<file path="src/rtl/atu_pkg.sv">
package atu_pkg;

   // field selector codes of the write port
   localparam logic [1:0] SEL_CTRL   = 2'd0;
   localparam logic [1:0] SEL_BASE   = 2'd1;
   localparam logic [1:0] SEL_LIMIT  = 2'd2;
   localparam logic [1:0] SEL_TARGET = 2'd3;

   // packed control word, MSB first (24 bits)
   typedef struct packed {
      logic [1:0] resp;
      logic       cfg_shift;
      logic       msg_match;
      logic       attr_match;
      logic [7:0] msg;
      logic [2:0] attr;
      logic       invert;
      logic [4:0] typ;
      logic       dir;
      logic       en;
   } rgn_ctrl_t;

   localparam int CTRL_W = $bits(rgn_ctrl_t);

   function automatic logic is_msg_type(input logic [4:0] t);
      return t[4:3] == 2'b10;
   endfunction

endpackage

</file>
<file path="src/rtl/atu_region_regs.sv">
module atu_region_regs
   import atu_pkg::*;
#(
   parameter int NREG    = 4,
   parameter int ADDR_W  = 64,
   parameter int LIMIT_W = 40,
   parameter int IDX_W   = 2
) (
   input  logic                              clk,
   input  logic                              rst_n,
   input  logic                              wr_en,
   input  logic [IDX_W-1:0]                  wr_idx,
   input  logic [1:0]                        wr_sel,
   input  logic [ADDR_W-1:0]                 wr_data,
   output rgn_ctrl_t [NREG-1:0]              ctrl_q,
   output logic [NREG-1:0][ADDR_W-1:0]       base_q,
   output logic [NREG-1:0][LIMIT_W-1:0]      limit_q,
   output logic [NREG-1:0][ADDR_W-1:0]       target_q
);

   for (genvar g = 0; g < NREG; g++) begin : g_rgn
      logic sel_me;
      assign sel_me = wr_en && (wr_idx == IDX_W'(g));

      always_ff @(posedge clk or negedge rst_n) begin
         if (!rst_n) begin
            ctrl_q[g]   <= '0;
            base_q[g]   <= '0;
            limit_q[g]  <= '0;
            target_q[g] <= '0;
         end else if (sel_me) begin
            case (wr_sel)
               SEL_CTRL:   ctrl_q[g]   <= rgn_ctrl_t'(wr_data[CTRL_W-1:0]);
               SEL_BASE:   base_q[g]   <= wr_data;
               SEL_LIMIT:  limit_q[g]  <= wr_data[LIMIT_W-1:0];
               default:    target_q[g] <= wr_data;
            endcase
         end
      end
   end

endmodule

</file>
<file path="src/rtl/atu_region_cmp.sv">
module atu_region_cmp
   import atu_pkg::*;
#(
   parameter int ADDR_W  = 64,
   parameter int LIMIT_W = 40
) (
   input  logic                en,
   input  logic                dir,
   input  logic [4:0]          typ,
   input  logic                invert,
   input  logic [2:0]          attr,
   input  logic [7:0]          msg,
   input  logic                attr_match,
   input  logic                msg_match,
   input  logic                cfg_shift,
   input  logic [ADDR_W-1:0]   base,
   input  logic [LIMIT_W-1:0]  limit,
   input  logic [ADDR_W-1:0]   target,
   input  logic                req_dir,
   input  logic [ADDR_W-1:0]   req_addr,
   input  logic [4:0]          req_type,
   input  logic [2:0]          req_attr,
   input  logic [7:0]          req_msg,
   output logic                hit,
   output logic [ADDR_W-1:0]   xaddr
);

   localparam int EW = ADDR_W + 1;

   logic [EW-1:0]     win_end;
   logic              in_win, addr_ok, attr_ok, msg_ok;
   logic [ADDR_W-1:0] off, moved;

   always_comb begin
      win_end = {1'b0, base} + EW'(limit);
      in_win  = (req_addr >= base) && ({1'b0, req_addr} <= win_end);
      addr_ok = in_win ^ invert;
      attr_ok = !attr_match || (req_attr == attr);
      msg_ok  = !msg_match || !is_msg_type(req_type) || (req_msg == msg);
      hit     = en && (dir == req_dir) && (typ == req_type)
                && addr_ok && attr_ok && msg_ok;
      off     = req_addr - base;
      moved   = cfg_shift ? ADDR_W'({off[27:12], 4'b0000, off[11:0]}) : off;
      xaddr   = target + moved;
   end

endmodule

</file>
<file path="src/rtl/atu_first_hit.sv">
module atu_first_hit #(
   parameter int NREG  = 4,
   parameter int IDX_W = 2
) (
   input  logic [NREG-1:0]  hits,
   output logic             any,
   output logic [IDX_W-1:0] idx
);

   always_comb begin
      any = 1'b0;
      idx = '0;
      for (int i = NREG - 1; i >= 0; i--) begin
         if (hits[i]) begin
            any = 1'b1;
            idx = IDX_W'(i);
         end
      end
   end

endmodule

</file>
<file path="src/rtl/atu_region_matcher.sv">
module atu_region_matcher
   import atu_pkg::*;
#(
   parameter int NREG    = 4,
   parameter int ADDR_W  = 64,
   parameter int LIMIT_W = 40,
   localparam int IDX_W  = (NREG > 1) ? $clog2(NREG) : 1
) (
   input  logic              clk,
   input  logic              rst_n,
   input  logic              wr_en,
   input  logic [IDX_W-1:0]  wr_idx,
   input  logic [1:0]        wr_sel,
   input  logic [ADDR_W-1:0] wr_data,
   input  logic              req_valid,
   input  logic              req_dir,
   input  logic [ADDR_W-1:0] req_addr,
   input  logic [4:0]        req_type,
   input  logic [2:0]        req_attr,
   input  logic [7:0]        req_msg,
   output logic              rsp_valid,
   output logic              rsp_hit,
   output logic [IDX_W-1:0]  rsp_idx,
   output logic [ADDR_W-1:0] rsp_addr,
   output logic [2:0]        rsp_attr,
   output logic [7:0]        rsp_msg,
   output logic [1:0]        rsp_resp
);

   // elaboration-time parameter checks
   if (NREG < 1)                          $error("NREG must be at least 1");
   if (ADDR_W < 32)                       $error("ADDR_W must be at least 32");
   if (LIMIT_W < 12 || LIMIT_W > ADDR_W)  $error("LIMIT_W out of range");
   if (ADDR_W < CTRL_W)                   $error("ADDR_W narrower than control word");

   rgn_ctrl_t [NREG-1:0]          ctrl_q;
   logic [NREG-1:0][ADDR_W-1:0]   base_q, target_q, xaddr;
   logic [NREG-1:0][LIMIT_W-1:0]  limit_q;
   logic [NREG-1:0]               hits;
   logic                          any;
   logic [IDX_W-1:0]              win;

   atu_region_regs #(.NREG(NREG), .ADDR_W(ADDR_W), .LIMIT_W(LIMIT_W), .IDX_W(IDX_W)) u_regs (
      .clk(clk), .rst_n(rst_n), .wr_en(wr_en), .wr_idx(wr_idx), .wr_sel(wr_sel),
      .wr_data(wr_data), .ctrl_q(ctrl_q), .base_q(base_q), .limit_q(limit_q),
      .target_q(target_q)
   );

   for (genvar g = 0; g < NREG; g++) begin : g_cmp
      atu_region_cmp #(.ADDR_W(ADDR_W), .LIMIT_W(LIMIT_W)) u_cmp (
         .en(ctrl_q[g].en), .dir(ctrl_q[g].dir), .typ(ctrl_q[g].typ),
         .invert(ctrl_q[g].invert), .attr(ctrl_q[g].attr), .msg(ctrl_q[g].msg),
         .attr_match(ctrl_q[g].attr_match), .msg_match(ctrl_q[g].msg_match),
         .cfg_shift(ctrl_q[g].cfg_shift), .base(base_q[g]), .limit(limit_q[g]),
         .target(target_q[g]), .req_dir(req_dir), .req_addr(req_addr),
         .req_type(req_type), .req_attr(req_attr), .req_msg(req_msg),
         .hit(hits[g]), .xaddr(xaddr[g])
      );
   end

   atu_first_hit #(.NREG(NREG), .IDX_W(IDX_W)) u_pick (
      .hits(hits), .any(any), .idx(win)
   );

   rgn_ctrl_t         wc;
   logic [ADDR_W-1:0] nx_addr;
   logic [2:0]        nx_attr;
   logic [7:0]        nx_msg;
   logic [1:0]        nx_resp;

   always_comb begin
      wc      = ctrl_q[win];
      nx_addr = req_addr;
      nx_attr = req_attr;
      nx_msg  = req_msg;
      nx_resp = 2'd0;
      if (any) begin
         nx_addr = xaddr[win];
         nx_attr = wc.attr;
         nx_resp = wc.resp;
         if (!wc.dir && is_msg_type(wc.typ)) nx_msg = wc.msg;
      end
   end

   always_ff @(posedge clk or negedge rst_n) begin
      if (!rst_n) begin
         rsp_valid <= 1'b0;
         rsp_hit   <= 1'b0;
         rsp_idx   <= '0;
         rsp_addr  <= '0;
         rsp_attr  <= '0;
         rsp_msg   <= '0;
         rsp_resp  <= '0;
      end else begin
         rsp_valid <= req_valid;
         rsp_hit   <= req_valid && any;
         rsp_idx   <= win;
         rsp_addr  <= nx_addr;
         rsp_attr  <= nx_attr;
         rsp_msg   <= nx_msg;
         rsp_resp  <= nx_resp;
      end
   end


   rsp_follow_chk: assert property (@(posedge clk) disable iff (!rst_n)
      req_valid |=> rsp_valid);

   rsp_idle_chk: assert property (@(posedge clk) disable iff (!rst_n)
      !req_valid |=> !rsp_valid);

   miss_addr_chk: assert property (@(posedge clk) disable iff (!rst_n)
      (rsp_valid && !rsp_hit) |-> rsp_addr == $past(req_addr));

   miss_attr_chk: assert property (@(posedge clk) disable iff (!rst_n)
      (rsp_valid && !rsp_hit) |-> rsp_attr == $past(req_attr));

   miss_msg_chk: assert property (@(posedge clk) disable iff (!rst_n)
      (rsp_valid && !rsp_hit) |-> rsp_msg == $past(req_msg));

endmodule

</file>
<file path="config.mk">
export PLATFORM = sky130hd
export DESIGN_NAME = atu_region_matcher
export DESIGN_NICKNAME = d
export VERILOG_FILES = /design/src/rtl/atu_pkg.sv /design/src/rtl/atu_region_regs.sv /design/src/rtl/atu_region_cmp.sv /design/src/rtl/atu_first_hit.sv /design/src/rtl/atu_region_matcher.sv
export SDC_FILE = /design/constraint.sdc
export NUM_CORES = 2
export LEC_CHECK = 0
export ABC_CLOCK_PERIOD_IN_PS = 6450
export BUFFER_PORTS_ARGS = -buffer_cell sky130_fd_sc_hd__buf_4
export CAP_MARGIN = 5
export CORE_AREA = 4 4 437 762
export DETAILED_ROUTE_END_ITERATION = 8
export DIE_AREA = 0 0 441 766
export GPL_TIMING_DRIVEN = 0
export MAX_ROUTING_LAYER = met4
export PLACE_DENSITY = 0.38
export RECOVER_POWER = 100
export SLEW_MARGIN = 5
export SYNTH_ARGS = -nofsm -noshare
export SYNTH_HDL_FRONTEND = slang
export SYNTH_HIERARCHICAL = 1
export SYNTH_SLANG_ARGS = --single-unit
</file>
<file path="constraint.sdc">
create_clock -name clk -period 6.45 [get_ports clk]
set_clock_uncertainty 0.1 [all_clocks]
set_input_delay 1.935 -clock clk [delete_from_list [all_inputs] [get_ports clk]]
set_output_delay 1.935 -clock clk [all_outputs]
set_load 0.03 [all_outputs]
</file>
==> out/metrics.yaml <==
critical_path:
  critical_path_class: "in2reg"
  ff2ff_path_depth: 38
  worstPathRequired_ns: 7.02
  timing.rr.start: "u_regs/base_q[64]"
  cp-startpoint: "req_addr[0]"
  rrSetupSlack_ns: -1.50
  start_kind: "input pin"
  worstPathMaxFanout: 7
  worstReg2RegEnd: "rsp_msg[5]"
  crit_path_end_kind: "register"
  worst_ep_arrival_time_ns: 8.63
yosys:
  synth_seq_area_share: 0.261
  synth_nets: 9975
  synth_top_area_share: 0.261
  async_flop_share: 1.00
  synth.area.top_cells: "dfrtp_1, ha_1, mux2_2"
  synth_compound_area_frac: 0.201
  synth_xor_area_frac: 0.0841
  yosysWarnings: 6
  netlist_top_cells_count: "ha_1, mux2_2, dfrtp_1, a21oi_1, nor2_1"
  synth.ff_latch_count: 849
  yosys.area.top_type: "dfrtp_1"
  synth_edf_count: 0
  synth-adder-area-share: 0.145
  ys_types: 123
  ys.flop_type: "dfrtp_1"
  synthesis.area_um2: 81300
  synthMuxAreaShare: 0.145
  synth-simple-area-share: 0.123
  post-synth-top-count-cell: "ha_1"
  postSynthCellCount: 8886
  synth_top_family_by_area: "compound AO/OA/AOI/OAI gates"
  synth.avg_cell_area_um2: 9.15
clock_network:
  cts_max_path_buffers: 3
  htreeDepth: 3
  clk_latency_ns: 0.79
  cts_made_buffers: 106
  cts-root-buf: "clkbuf_16"
  clk_pin_slew_worst_paths_ns: 0.07
  cts_tree: "yes"
  cts.sinks: 849
die:
  dieArea_um2: 338000
  core.rowCount: 278
  core_area_um2: 327000
  die_h_um: 766
  dieWidth_um: 441
  ioPinCount: 234
  start_util: 0.248
place:
  dpl.hpwl_um: 325000
  place_congestion: 0.932
  place_inst: 13500
  io_buffers: 232
  pre_cts_ws_ns: -4.11
  post_dp_cell_area_um2: 89900
drt:
  wl_per_cell_um: 27.8
  ant_nets: 0
  vias: 71600
  drt-total-wl_um: 383000
  drtPass1Iterations: 5
  drc_errors: 0
  vias_per_cell: 5.19
  drt-initial-drc-count: 4643
sta:
  clock.fmax_ghz: 0.124
  max_slew.worst_pin.slew_ns: 3.76
  rsz0062_at_grt: "yes"
  slew_violations: 152
  final.setup.tns_ns: -144.89
  setup_viol: 181
  max-slew-margin-rel: -1.50
  finalCritPeriodShare: 1.25
  fin_crit_ns: 8.06
  hold_viol: 0
  worst_slack_ns: -1.61
outcome:
  outcome: "complete, but fails checks"
  violations: "capacitance limit, slew limit, setup timing"
cells_and_area:
  multi_input_area_um2: 59200
  seq_area_um2: 21200
  syn_to_final_growth_pct: 18.1
  layout.cells.non_filler: 13800
  final_area_um2: 96000
  final_core_util: 0.293
  n_fill_cell: 34800
  final_nets: 10400
  drive_gt1_frac: 0.208
power:
  leakagePower_nw: 41.7
  p_sw_mw: 21.5
  ir_worst_vdd_v: 0.000221
  p_int_mw: 21.3
  p_comb_frac: 0.675
  pwr-share-clk: 0.151
  power.density_nw_per_um2: 445
  sequentialPowerShare: 0.174
  switching_share: 0.502
min_path:
  worstHoldPathType: "reg2reg"
  hold_depth: 1
  hold_end: "u_regs/base_q[49]"
  hp-start: "u_regs/base_q[49]"
global_route:
  grt_pass1_vias: 73100
  overflow: 0
  grt.total_usage: 0.226
  antenna_found_initial: 27
  grt_max_degree: 111
  grt_pass1_wl_um: 535000
run:
  maxCapViolCount: 6
state kept, by name (all words and copies together) (netlist names):
signal and flops:
u_regs/ctrl_q 96, u_regs/target_q 256, rsp_attr 3, rsp_idx 2, rsp_valid 1, rsp_addr 64
rsp_msg 8, u_regs/limit_q 160, u_regs/base_q 256, rsp_hit 1, rsp_resp 2
repair_timing:
item | in CTS | in global routing
setup buffers | 75 | 37
gates cloned | 8 | 0
setup endpoints to repair | 80 | 80
gates resized for setup | 319 | 110
hold endpoints to repair | 0 | 0
pin swaps | 92 | 55
hold buffers | 0 | 0
cell families (layout without fill, tap and decap cells):
logic type / Yosys count / after routing
xor+xnor: 779 / 779
fa+ha+maj: 936 / 936
compound gates: 2488 / 2488
mux: 967 / 967
flops: 849 / 849
buf+inv: 843 / 1387
simple gates: 2024 / 2024
other cells: 0 / 21
metal layers:
layer | global-route usage | wire length [um] | part of all wire
met1 | 0.225 | 135000 | 0.35
met2 | 0.423 | 207000 | 0.54
met3 | 0.0180 | 11500 | 0.030
met4 | 0.140 | 29700 | 0.078
met5 | - | 0 | 0
layout by cell type (no fill, tap or decap), types with 55 or more instances in the layout:
cell type / Yosys / layout
a211oi_1: 75 / 60
a21o_1: 466 / 466
a21oi_1: 801 / 740
a21oi_2: 11 / 60
a31oi_1: 66 / 55
and3_1: 83 / 79
buf_4: 2 / 226
clkbuf_1: 267 / 378
clkbuf_16: 0 / 110
dfrtp_1: 849 / 848
ha_1: 924 / 894
inv_1: 460 / 451
mux2_2: 879 / 798
mux2_4: 1 / 82
mux4_2: 77 / 77
nand2_1: 499 / 491
nand2b_1: 59 / 57
nand3_1: 178 / 171
nand4_1: 201 / 201
nor2_1: 512 / 504
nor2b_1: 84 / 82
nor3_1: 130 / 114
o211ai_1: 59 / 59
o21a_1: 83 / 80
o21ai_0: 380 / 335
o21ai_1: 42 / 67
o21bai_1: 124 / 120
xnor2_1: 485 / 481
xor2_1: 293 / 291
worst max-delay path by stage:
stage	cells past startpoint	slack, ns	endpoint
after global placement	1	-8.02	u_regs/limit_q[7]
after floorplan	29	-1.13	rsp_addr[63]
after detailed placement	26	-4.11	rsp_addr[3]
after global routing	38	-1.80	rsp_msg[7]
final	28	-1.61	rsp_addr[57]
after CTS	37	-1.52	rsp_msg[6]
critical path, stage by stage:
cell and delay, ns:
buf_6 0.18, inv_12 0.09, ha_4 0.15, inv_2 0.04, fa_2 0.36, a211o_1 0.32
a211o_1 0.30, o211ai_1 0.15, o211ai_1 0.24, a21oi_2 0.29, o21ai_1 0.18, a211o_4 0.44
a21oi_1 0.18, xor2_1 0.11, nor2_2 0.22, ha_2 0.37, a21oi_1 0.16, nor2_1 0.07
a211oi_2 0.31, a32oi_2 0.21, a221oi_2 0.36, o31ai_4 0.14, a211o_1 0.36, a221o_1 0.36
a21oi_2 0.14, xnor2_1 0.17, mux4_2 0.50, mux2_4 0.28
power by group through the flow:
stage               combinational, mW  sequential [mW]  clock [mW]
global placement                 27.7             7.54           0
CTS                              28.8             7.48        6.69
finish                           28.9             7.45        6.44
global route                     31.3             7.60        6.86
floorplan                        18.9             7.23           0
detailed placement               27.8             7.57           0
final cells by class:
class                           count  area share
Multi-Input combinational cell   7194       0.616
Sequential cell                   849       0.221
Tap cell                         4340      0.0565
Timing Repair Buffer              361      0.0304
Clock buffer                      133      0.0303
Buffer                            367      0.0187
Inverter                          462      0.0185
Clock inverter                     64     0.00743
Antenna cell                       21    0.000547
stage by stage:
stage | hold WS [ns] | power [mW]
after floorplan | 0.374 | 26.1
after global placement | 0.384 | 35.2
after detailed placement | 0.392 | 35.4
after CTS | 0.406 | 43.0
after global routing | 0.420 | 45.8
final | 0.406 | 42.8
Power figures use the tool's default switching activity.
